`config.mk`:
```
export PLATFORM = sky130hd
export DESIGN_NAME = ser10_port
export DESIGN_NICKNAME = d
export VERILOG_FILES = /design/src/rtl/ser10_pkg.sv /design/src/rtl/ser10_prescale.sv /design/src/rtl/ser10_tx.sv /design/src/rtl/ser10_rx.sv /design/src/rtl/ser10_port.sv
export SDC_FILE = /design/constraint.sdc
export NUM_CORES = 1
export LEC_CHECK = 0
export ABC_AREA = 1
export BUFFER_PORTS_ARGS = -buffer_cell sky130_fd_sc_hd__buf_2
export CORE_AREA = 3 3 82 84
export DETAILED_ROUTE_END_ITERATION = 10
export DIE_AREA = 0 0 85 87
export PLACE_DENSITY = 0.68
export SLEW_MARGIN = 10
export SYNTH_ARGS = -nofsm -noshare
export SYNTH_HDL_FRONTEND = slang
export SYNTH_SLANG_ARGS = --single-unit
```
`constraint.sdc`:
```
create_clock -name clk -period 1.3 [get_ports clk]
set_input_delay 0.13 -clock clk [delete_from_list [all_inputs] [get_ports clk]]
set_output_delay 0.13 -clock clk [all_outputs]
set_load 0.01 [all_outputs]
```
`src/rtl/ser10_pkg.sv`:
```
package ser10_pkg;

    localparam int DATA_W   = 8;
    localparam int LAST_IDX = DATA_W + 1;   // index of the stop bit within a frame

    // control byte bit positions
    localparam int CB_FMT_HI = 7;
    localparam int CB_FMT_LO = 6;
    localparam int CB_REN    = 4;
    localparam int CB_TXF    = 1;
    localparam int CB_RXF    = 0;

    typedef enum logic [1:0] {
        RX_IDLE,
        RX_START,
        RX_DATA,
        RX_STOP
    } rx_state_e;

    typedef struct packed {
        logic [1:0] fmt;
        logic       ren;
        logic       txf;
        logic       rxf;
    } ctrl_t;

    function automatic logic [7:0] ctrl_pack(ctrl_t c);
        logic [7:0] b;
        b = '0;
        b[CB_FMT_HI:CB_FMT_LO] = c.fmt;
        b[CB_REN] = c.ren;
        b[CB_TXF] = c.txf;
        b[CB_RXF] = c.rxf;
        return b;
    endfunction

    function automatic ctrl_t ctrl_unpack(logic [7:0] b);
        ctrl_t c;
        c.fmt = b[CB_FMT_HI:CB_FMT_LO];
        c.ren = b[CB_REN];
        c.txf = b[CB_TXF];
        c.rxf = b[CB_RXF];
        return c;
    endfunction

endpackage

```
`src/rtl/ser10_prescale.sv`:
```
module ser10_prescale #(
    parameter int PRESCALE = 2
) (
    input  logic clk,
    input  logic rst,
    input  logic ovf_i,
    output logic os_tick_o
);
    logic tick_q;

    generate
        if (PRESCALE > 1) begin : g_div
            localparam int CW = $clog2(PRESCALE);
            logic [CW-1:0] cnt_q;

            always_ff @(posedge clk) begin
                if (rst) begin
                    cnt_q  <= '0;
                    tick_q <= 1'b0;
                end else begin
                    tick_q <= 1'b0;
                    if (ovf_i) begin
                        if (cnt_q == CW'(PRESCALE - 1)) begin
                            cnt_q  <= '0;
                            tick_q <= 1'b1;
                        end else begin
                            cnt_q <= cnt_q + 1'b1;
                        end
                    end
                end
            end


            tick_spacing_chk: assert property (@(posedge clk) disable iff (rst)
                tick_q |=> !tick_q);
        end else begin : g_pass
            always_ff @(posedge clk) begin
                if (rst) tick_q <= 1'b0;
                else     tick_q <= ovf_i;
            end
        end
    endgenerate

    assign os_tick_o = tick_q;

endmodule

```
`src/rtl/ser10_tx.sv`:
```
module ser10_tx
    import ser10_pkg::*;
#(
    parameter int OVS = 16
) (
    input  logic              clk,
    input  logic              rst,
    input  logic              os_tick_i,
    input  logic              wr_i,
    input  logic [DATA_W-1:0] data_i,
    output logic              txd_o,
    output logic              done_o
);
    localparam int PW = $clog2(OVS);
    localparam int IW = $clog2(LAST_IDX + 1);

    logic [PW-1:0]     ph_q;
    logic              bit_tick;
    logic              pend_q, busy_q, txd_q, done_q;
    logic [DATA_W-1:0] hold_q;
    logic [DATA_W:0]   sh_q;
    logic [IW-1:0]     idx_q;

    assign bit_tick = os_tick_i && (ph_q == PW'(OVS - 1));

    always_ff @(posedge clk) begin
        if (rst) begin
            ph_q   <= '0;
            pend_q <= 1'b0;
            busy_q <= 1'b0;
            txd_q  <= 1'b1;
            done_q <= 1'b0;
            hold_q <= '0;
            sh_q   <= '1;
            idx_q  <= '0;
        end else begin
            done_q <= 1'b0;
            if (os_tick_i) ph_q <= (ph_q == PW'(OVS - 1)) ? '0 : ph_q + 1'b1;

            if (bit_tick) begin
                if (busy_q && idx_q != IW'(LAST_IDX)) begin
                    txd_q <= sh_q[0];
                    sh_q  <= {1'b1, sh_q[DATA_W:1]};
                    idx_q <= idx_q + 1'b1;
                    if (idx_q == IW'(LAST_IDX - 1)) done_q <= 1'b1;
                end else if (pend_q) begin
                    // start bit, back to back with a finished frame if queued
                    txd_q  <= 1'b0;
                    sh_q   <= {1'b1, hold_q};
                    idx_q  <= '0;
                    busy_q <= 1'b1;
                    pend_q <= 1'b0;
                end else begin
                    busy_q <= 1'b0;
                end
            end

            if (wr_i) begin
                pend_q <= 1'b1;
                hold_q <= data_i;
            end
        end
    end

    assign txd_o  = txd_q;
    assign done_o = done_q;


    stop_high_chk: assert property (@(posedge clk) disable iff (rst)
        (busy_q && idx_q == IW'(LAST_IDX)) |-> txd_q);


    done_at_stop_chk: assert property (@(posedge clk) disable iff (rst)
        done_q |-> (busy_q && idx_q == IW'(LAST_IDX) && txd_q));

endmodule

```
`src/rtl/ser10_rx.sv`:
```
module ser10_rx
    import ser10_pkg::*;
#(
    parameter int OVS = 16
) (
    input  logic              clk,
    input  logic              rst,
    input  logic              os_tick_i,
    input  logic              en_i,
    input  logic              rxd_i,
    input  logic              flag_i,
    output logic              load_o,
    output logic [DATA_W-1:0] byte_o,
    output logic              set_o
);
    localparam int PW   = $clog2(OVS);
    localparam int HALF = OVS / 2;
    localparam int NW   = $clog2(DATA_W);

    rx_state_e         state_q;
    logic              s1_q, s2_q, prev_q;
    logic [PW-1:0]     cnt_q;
    logic [NW-1:0]     nbit_q;
    logic [DATA_W-1:0] sh_q, byte_q;
    logic              keep_q, load_q, set_q;

    always_ff @(posedge clk) begin
        if (rst) begin
            state_q <= RX_IDLE;
            s1_q    <= 1'b1;
            s2_q    <= 1'b1;
            prev_q  <= 1'b1;
            cnt_q   <= '0;
            nbit_q  <= '0;
            sh_q    <= '0;
            byte_q  <= '0;
            keep_q  <= 1'b0;
            load_q  <= 1'b0;
            set_q   <= 1'b0;
        end else begin
            s1_q   <= rxd_i;
            s2_q   <= s1_q;
            load_q <= 1'b0;
            set_q  <= 1'b0;
            if (os_tick_i) begin
                prev_q <= s2_q;
                cnt_q  <= cnt_q + 1'b1;
                unique case (state_q)
                    RX_IDLE: begin
                        if (prev_q && !s2_q) begin
                            state_q <= RX_START;
                            cnt_q   <= '0;
                        end
                    end
                    RX_START: begin
                        if (cnt_q == PW'(HALF - 1)) begin
                            cnt_q  <= '0;
                            nbit_q <= '0;
                            state_q <= s2_q ? RX_IDLE : RX_DATA;
                        end
                    end
                    RX_DATA: begin
                        if (cnt_q == PW'(OVS - 1)) begin
                            cnt_q  <= '0;
                            sh_q   <= {s2_q, sh_q[DATA_W-1:1]};
                            nbit_q <= nbit_q + 1'b1;
                            if (nbit_q == NW'(DATA_W - 1)) begin
                                state_q <= RX_STOP;
                                byte_q  <= {s2_q, sh_q[DATA_W-1:1]};
                                load_q  <= !flag_i;
                                keep_q  <= !flag_i;
                            end
                        end
                    end
                    RX_STOP: begin
                        if (cnt_q == PW'(OVS - 1)) begin
                            state_q <= RX_IDLE;
                            set_q   <= keep_q;
                        end
                    end
                    default: state_q <= RX_IDLE;
                endcase
            end
            if (!en_i) state_q <= RX_IDLE;
        end
    end

    assign load_o = load_q;
    assign byte_o = byte_q;
    assign set_o  = set_q;


    rx_gate_chk: assert property (@(posedge clk) disable iff (rst)
        !en_i |=> (state_q == RX_IDLE));


    no_clobber_chk: assert property (@(posedge clk) disable iff (rst)
        load_q |-> $past(!flag_i));


    set_after_load_chk: assert property (@(posedge clk) disable iff (rst)
        set_q |-> keep_q);

endmodule

```
`src/rtl/ser10_port.sv`:
```
module ser10_port
    import ser10_pkg::*;
#(
    parameter int PRESCALE = 2,
    parameter int OVS      = 16
) (
    input  logic       clk,
    input  logic       rst,
    input  logic       ovf_i,
    input  logic       reg_we_i,
    input  logic       reg_sel_i,
    input  logic [7:0] reg_wdata_i,
    output logic [7:0] reg_rdata_o,
    output logic       txd_o,
    input  logic       rxd_i,
    output logic       irq_o
);
    logic              os_tick;
    logic              tx_done, rx_load, rx_set;
    logic [DATA_W-1:0] rx_byte;
    ctrl_t             ctrl_q;
    logic [DATA_W-1:0] rbuf_q;

    ser10_prescale #(.PRESCALE(PRESCALE)) u_pre (
        .clk(clk), .rst(rst), .ovf_i(ovf_i), .os_tick_o(os_tick)
    );

    ser10_tx #(.OVS(OVS)) u_tx (
        .clk(clk), .rst(rst), .os_tick_i(os_tick),
        .wr_i(reg_we_i && reg_sel_i), .data_i(reg_wdata_i),
        .txd_o(txd_o), .done_o(tx_done)
    );

    ser10_rx #(.OVS(OVS)) u_rx (
        .clk(clk), .rst(rst), .os_tick_i(os_tick), .en_i(ctrl_q.ren),
        .rxd_i(rxd_i), .flag_i(ctrl_q.rxf),
        .load_o(rx_load), .byte_o(rx_byte), .set_o(rx_set)
    );

    always_ff @(posedge clk) begin
        if (rst) begin
            ctrl_q <= '0;
            rbuf_q <= '0;
        end else begin
            if (reg_we_i && !reg_sel_i) ctrl_q <= ctrl_unpack(reg_wdata_i);
            if (tx_done) ctrl_q.txf <= 1'b1;
            if (rx_set)  ctrl_q.rxf <= 1'b1;
            if (rx_load) rbuf_q <= rx_byte;
        end
    end

    assign reg_rdata_o = reg_sel_i ? rbuf_q : ctrl_pack(ctrl_q);
    assign irq_o       = ctrl_q.txf | ctrl_q.rxf;


    buf_update_chk: assert property (@(posedge clk) disable iff (rst)
        rx_load |=> (rbuf_q == $past(rx_byte)));


    txf_set_chk: assert property (@(posedge clk) disable iff (rst)
        tx_done |=> ctrl_q.txf);


    irq_follow_chk: assert property (@(posedge clk) disable iff (rst)
        $rose(ctrl_q.rxf) |-> irq_o);

endmodule

```
==> results.toml <==
[clocking]
clock-root-buffer = "clkbuf_8"
clkTransAtPathRegs_ns = 0.08
htreeDepth = 3
cts_made_buffers = 9
cts_tree = "built"
clock_latency_ns = 0.34
cts.sinks = 73
clockBufferDepth = 2

[floorplan]
chipWidth_um = 85
core_mm2 = 0.005991
start_util = 0.5063
die_h_um = 87
fp.dieArea_mm2 = 0.007395
io_pins = 24
rows = 28

[sta]
fin_crit_ns = 1.428
fin_crit_sh = 1.099
max_freq_mhz = 700.1
maxSlewHeadroom = 0.8104
fin_skew_ns = 0.008855
hold_viol_final = 0
worst_slack_ns = -0.1284
final-setup-viol-count = 18
tightest_slew_ns = 0.2837
slew_violations = 0
fin_hold_ws_ns = 0.02557
rsz0062_at_grt = "yes"

[yosys]
synth_edf_count = 0
yosysSeqAreaShare = 0.4818
yosysUniqueCellTypes = 33
yosysMostFrequentCell = "nor2_1"
synth-main-ff-cell = "dfxtp_1"
yosysWarningCount = 0
synthTopCellsByCount = "nor2_1 (85), dfxtp_1 (73), nand2_1 (69), a21oi_1 (27), o21ai_0 (23)"
ys_top_cells_by_area = "dfxtp_1 (48%), nor2_1 (11%), nand2_1 (8.5%)"
synthArstFlopShare = 0
synth_area_mm2 = 0.003033
yosysTopAreaCell = "dfxtp_1"
syn_inst = 400
synth.net_count = 421
synth_top_area_share = 0.4818
synth_seq_cells = 73
synth_area_per_cell_um2 = 7.582

[routing]
vias_per_cell = 5.074
dr.pass1.iters = 4
routed_wirelength_mm = 6.448
drc_errors = 0
wl_per_cell_um = 11.87
dr.first_iter.drc_count = 108
antenna_left = 0
num_vias = 2755

[place]
dp_cells = 523
dp_hpwl_mm = 4.416
port_buffers = 23
gp_congestion = 0.8006

[setup_path]
critical_path_class = "reg2reg"
cp.required_ns = 1.53
r2r_cells = 10
r2r_setup_slack_ns = -0.13
endpoint_kind = "flop"
start_kind = "flop"
critPathArrivalTime_ns = 1.66
crit_fanout = 7
crit_start = "u_tx.idx_q[1]"
worstReg2RegEnd = "u_tx.sh_q[4]"
timing.rr.start = "u_tx.idx_q[1]"

[worst_hold_path]
holdCritPathClass = "in2reg"
holdPathEnd = "u_pre.g_div.cnt_q"
hp-start = "ovf_i"
whs_path_depth = 3

[power]
p_per_area_mw_per_mm2 = 1043
irDropWorstVdd_mv = 0.6668
power_leakage_nw = 1.759

[outcome]
failed_checks = "negative setup slack"
status = "finished with violations"

[run]
cap_violations = 0

[global_route]
grt_use_met2 = 0.2931
grt_pass1_wl_mm = 10.91
use_met3 = 0.05014
grt_pass1_vias = 2501
grt_util_met1 = 0.2298
grt_max_degree = 21
grt.total_usage = 0.1809
gr-total-overflow = 0
busiest_layer = "met2"
antenna_found_initial = 0

[layout]
nNetsFinal = 484
antennaDiodeCount = 0
synthToLayoutAreaGrowth_pct = 31.77
fin_cells = 543
post_route_cells_drive_above_1_share = 0.3291
[critical path, stage by stage (launching register included)]
cell and delay [ns]:
dfxtp_2 0.32, inv_2 0.07, ha_4 0.13, nand3_4 0.06, nand2_4 0.10, nor2_4 0.05, inv_2 0.10, nand2_8 0.09
buf_12 0.14, a21oi_1 0.15, o21ai_1 0.11
[registers in the layout, indices dropped and copies added (netlist names), 3 cells and up, named ones only]
name / cells
rbuf_q: 8
u_rx.byte_o: 8
u_tx.hold_q: 8
u_tx.sh_q: 8
u_rx.sh_q: 7
ctrl_q: 5
u_rx.cnt_q: 4
u_tx.idx_q: 4
u_tx.ph_q: 4
u_rx.nbit_q: 3
[worst max-delay path by stage]
stage,cells past startpoint,slack (ns),end
2_1_floorplan,10,-0.03,u_tx.idx_q[3]
3_3_place_gp,10,-0.02,u_tx.sh_q[5]
3_5_place_dp,10,-0.08,u_tx.sh_q[1]
4_1_cts,10,-0.05,u_tx.sh_q[5]
5_1_grt,10,-0.21,u_tx.sh_q[4]
6_report,10,-0.13,u_tx.sh_q[4]
[timing repair]
item                       4_1_cts  5_1_grt
hold endpoints to repair         1        0
pin swaps                        6       13
gates cloned                     0        1
gates resized for setup          9       42
hold buffers                     1        0
setup buffers                    1        1
setup endpoints to repair       24       38
[cell usage in the layout (no fill, tap or decap), types with 8 or more instances in the layout]
master and count:
nor2_1 81, clkbuf_8 11, nand2_1 63, a21oi_2 11, o21ai_1 13, dfxtp_1 61, nand3_1 13, inv_1 20
buf_4 34, buf_2 23, nand2_2 8, a21oi_1 17, o21ai_0 22, dfxtp_2 12
[where the power goes]
part | internal (mW) | switching [mW] | leakage, nW
clock network | 0.798 | 0.834 | 0.0928
logic | 0.0931 | 0.140 | 1.07
registers | 2.27 | 0.0266 | 0.598
[per-stage QoR]
stage / setup TNS [ns] / util / total power, mW / worst slack, ns / instance area, um^2
after floorplan: -0.02654 / - / 2.481 / -0.02654 / 3110
after global placement: -0.1333 / 0.5950 / 2.565 / -0.02276 / 3565
after detailed placement: -0.5328 / 0.5950 / 2.570 / -0.07722 / 3565
after CTS: -0.5196 / 0.6339 / 4.196 / -0.04576 / 3797
after global routing: -2.499 / 0.6671 / 4.339 / -0.2128 / 3996
final: -0.4927 / 0.6671 / 4.167 / -0.1284 / 3996
[cell type report]
cell class | instances | area [um^2]
well taps | 75 | 93.84
inverters | 29 | 116.4
fillers | 516 | 1994
flip-flops and latches | 73 | 1476
multi-input cells | 286 | 1649
clock buffers | 12 | 155.1
clock inverters | 4 | 26.28
repair buffers | 64 | 479.2
[metal layers]
| layer | wire length, um | part of all wire | vias up |
|---|---|---|---|
| met5 | 0 | 0 | - |
| met1 | 3103 | 0.48 | 1266 |
| met4 | 110 | 0.017 | 0 |
| li1 | - | - | 1427 |
| met3 | 313 | 0.049 | 10 |
| met2 | 2921 | 0.45 | 52 |
[cells by family after synthesis]
logic type	Yosys count	synth area share
simple gates	198	0.2875
compound gates	78	0.1374
flops	73	0.4818
buf+inv	41	0.05570
fa+ha+maj	7	0.02888
xor+xnor	3	0.008665
Note: power is estimated with default switching activity, not from simulation.
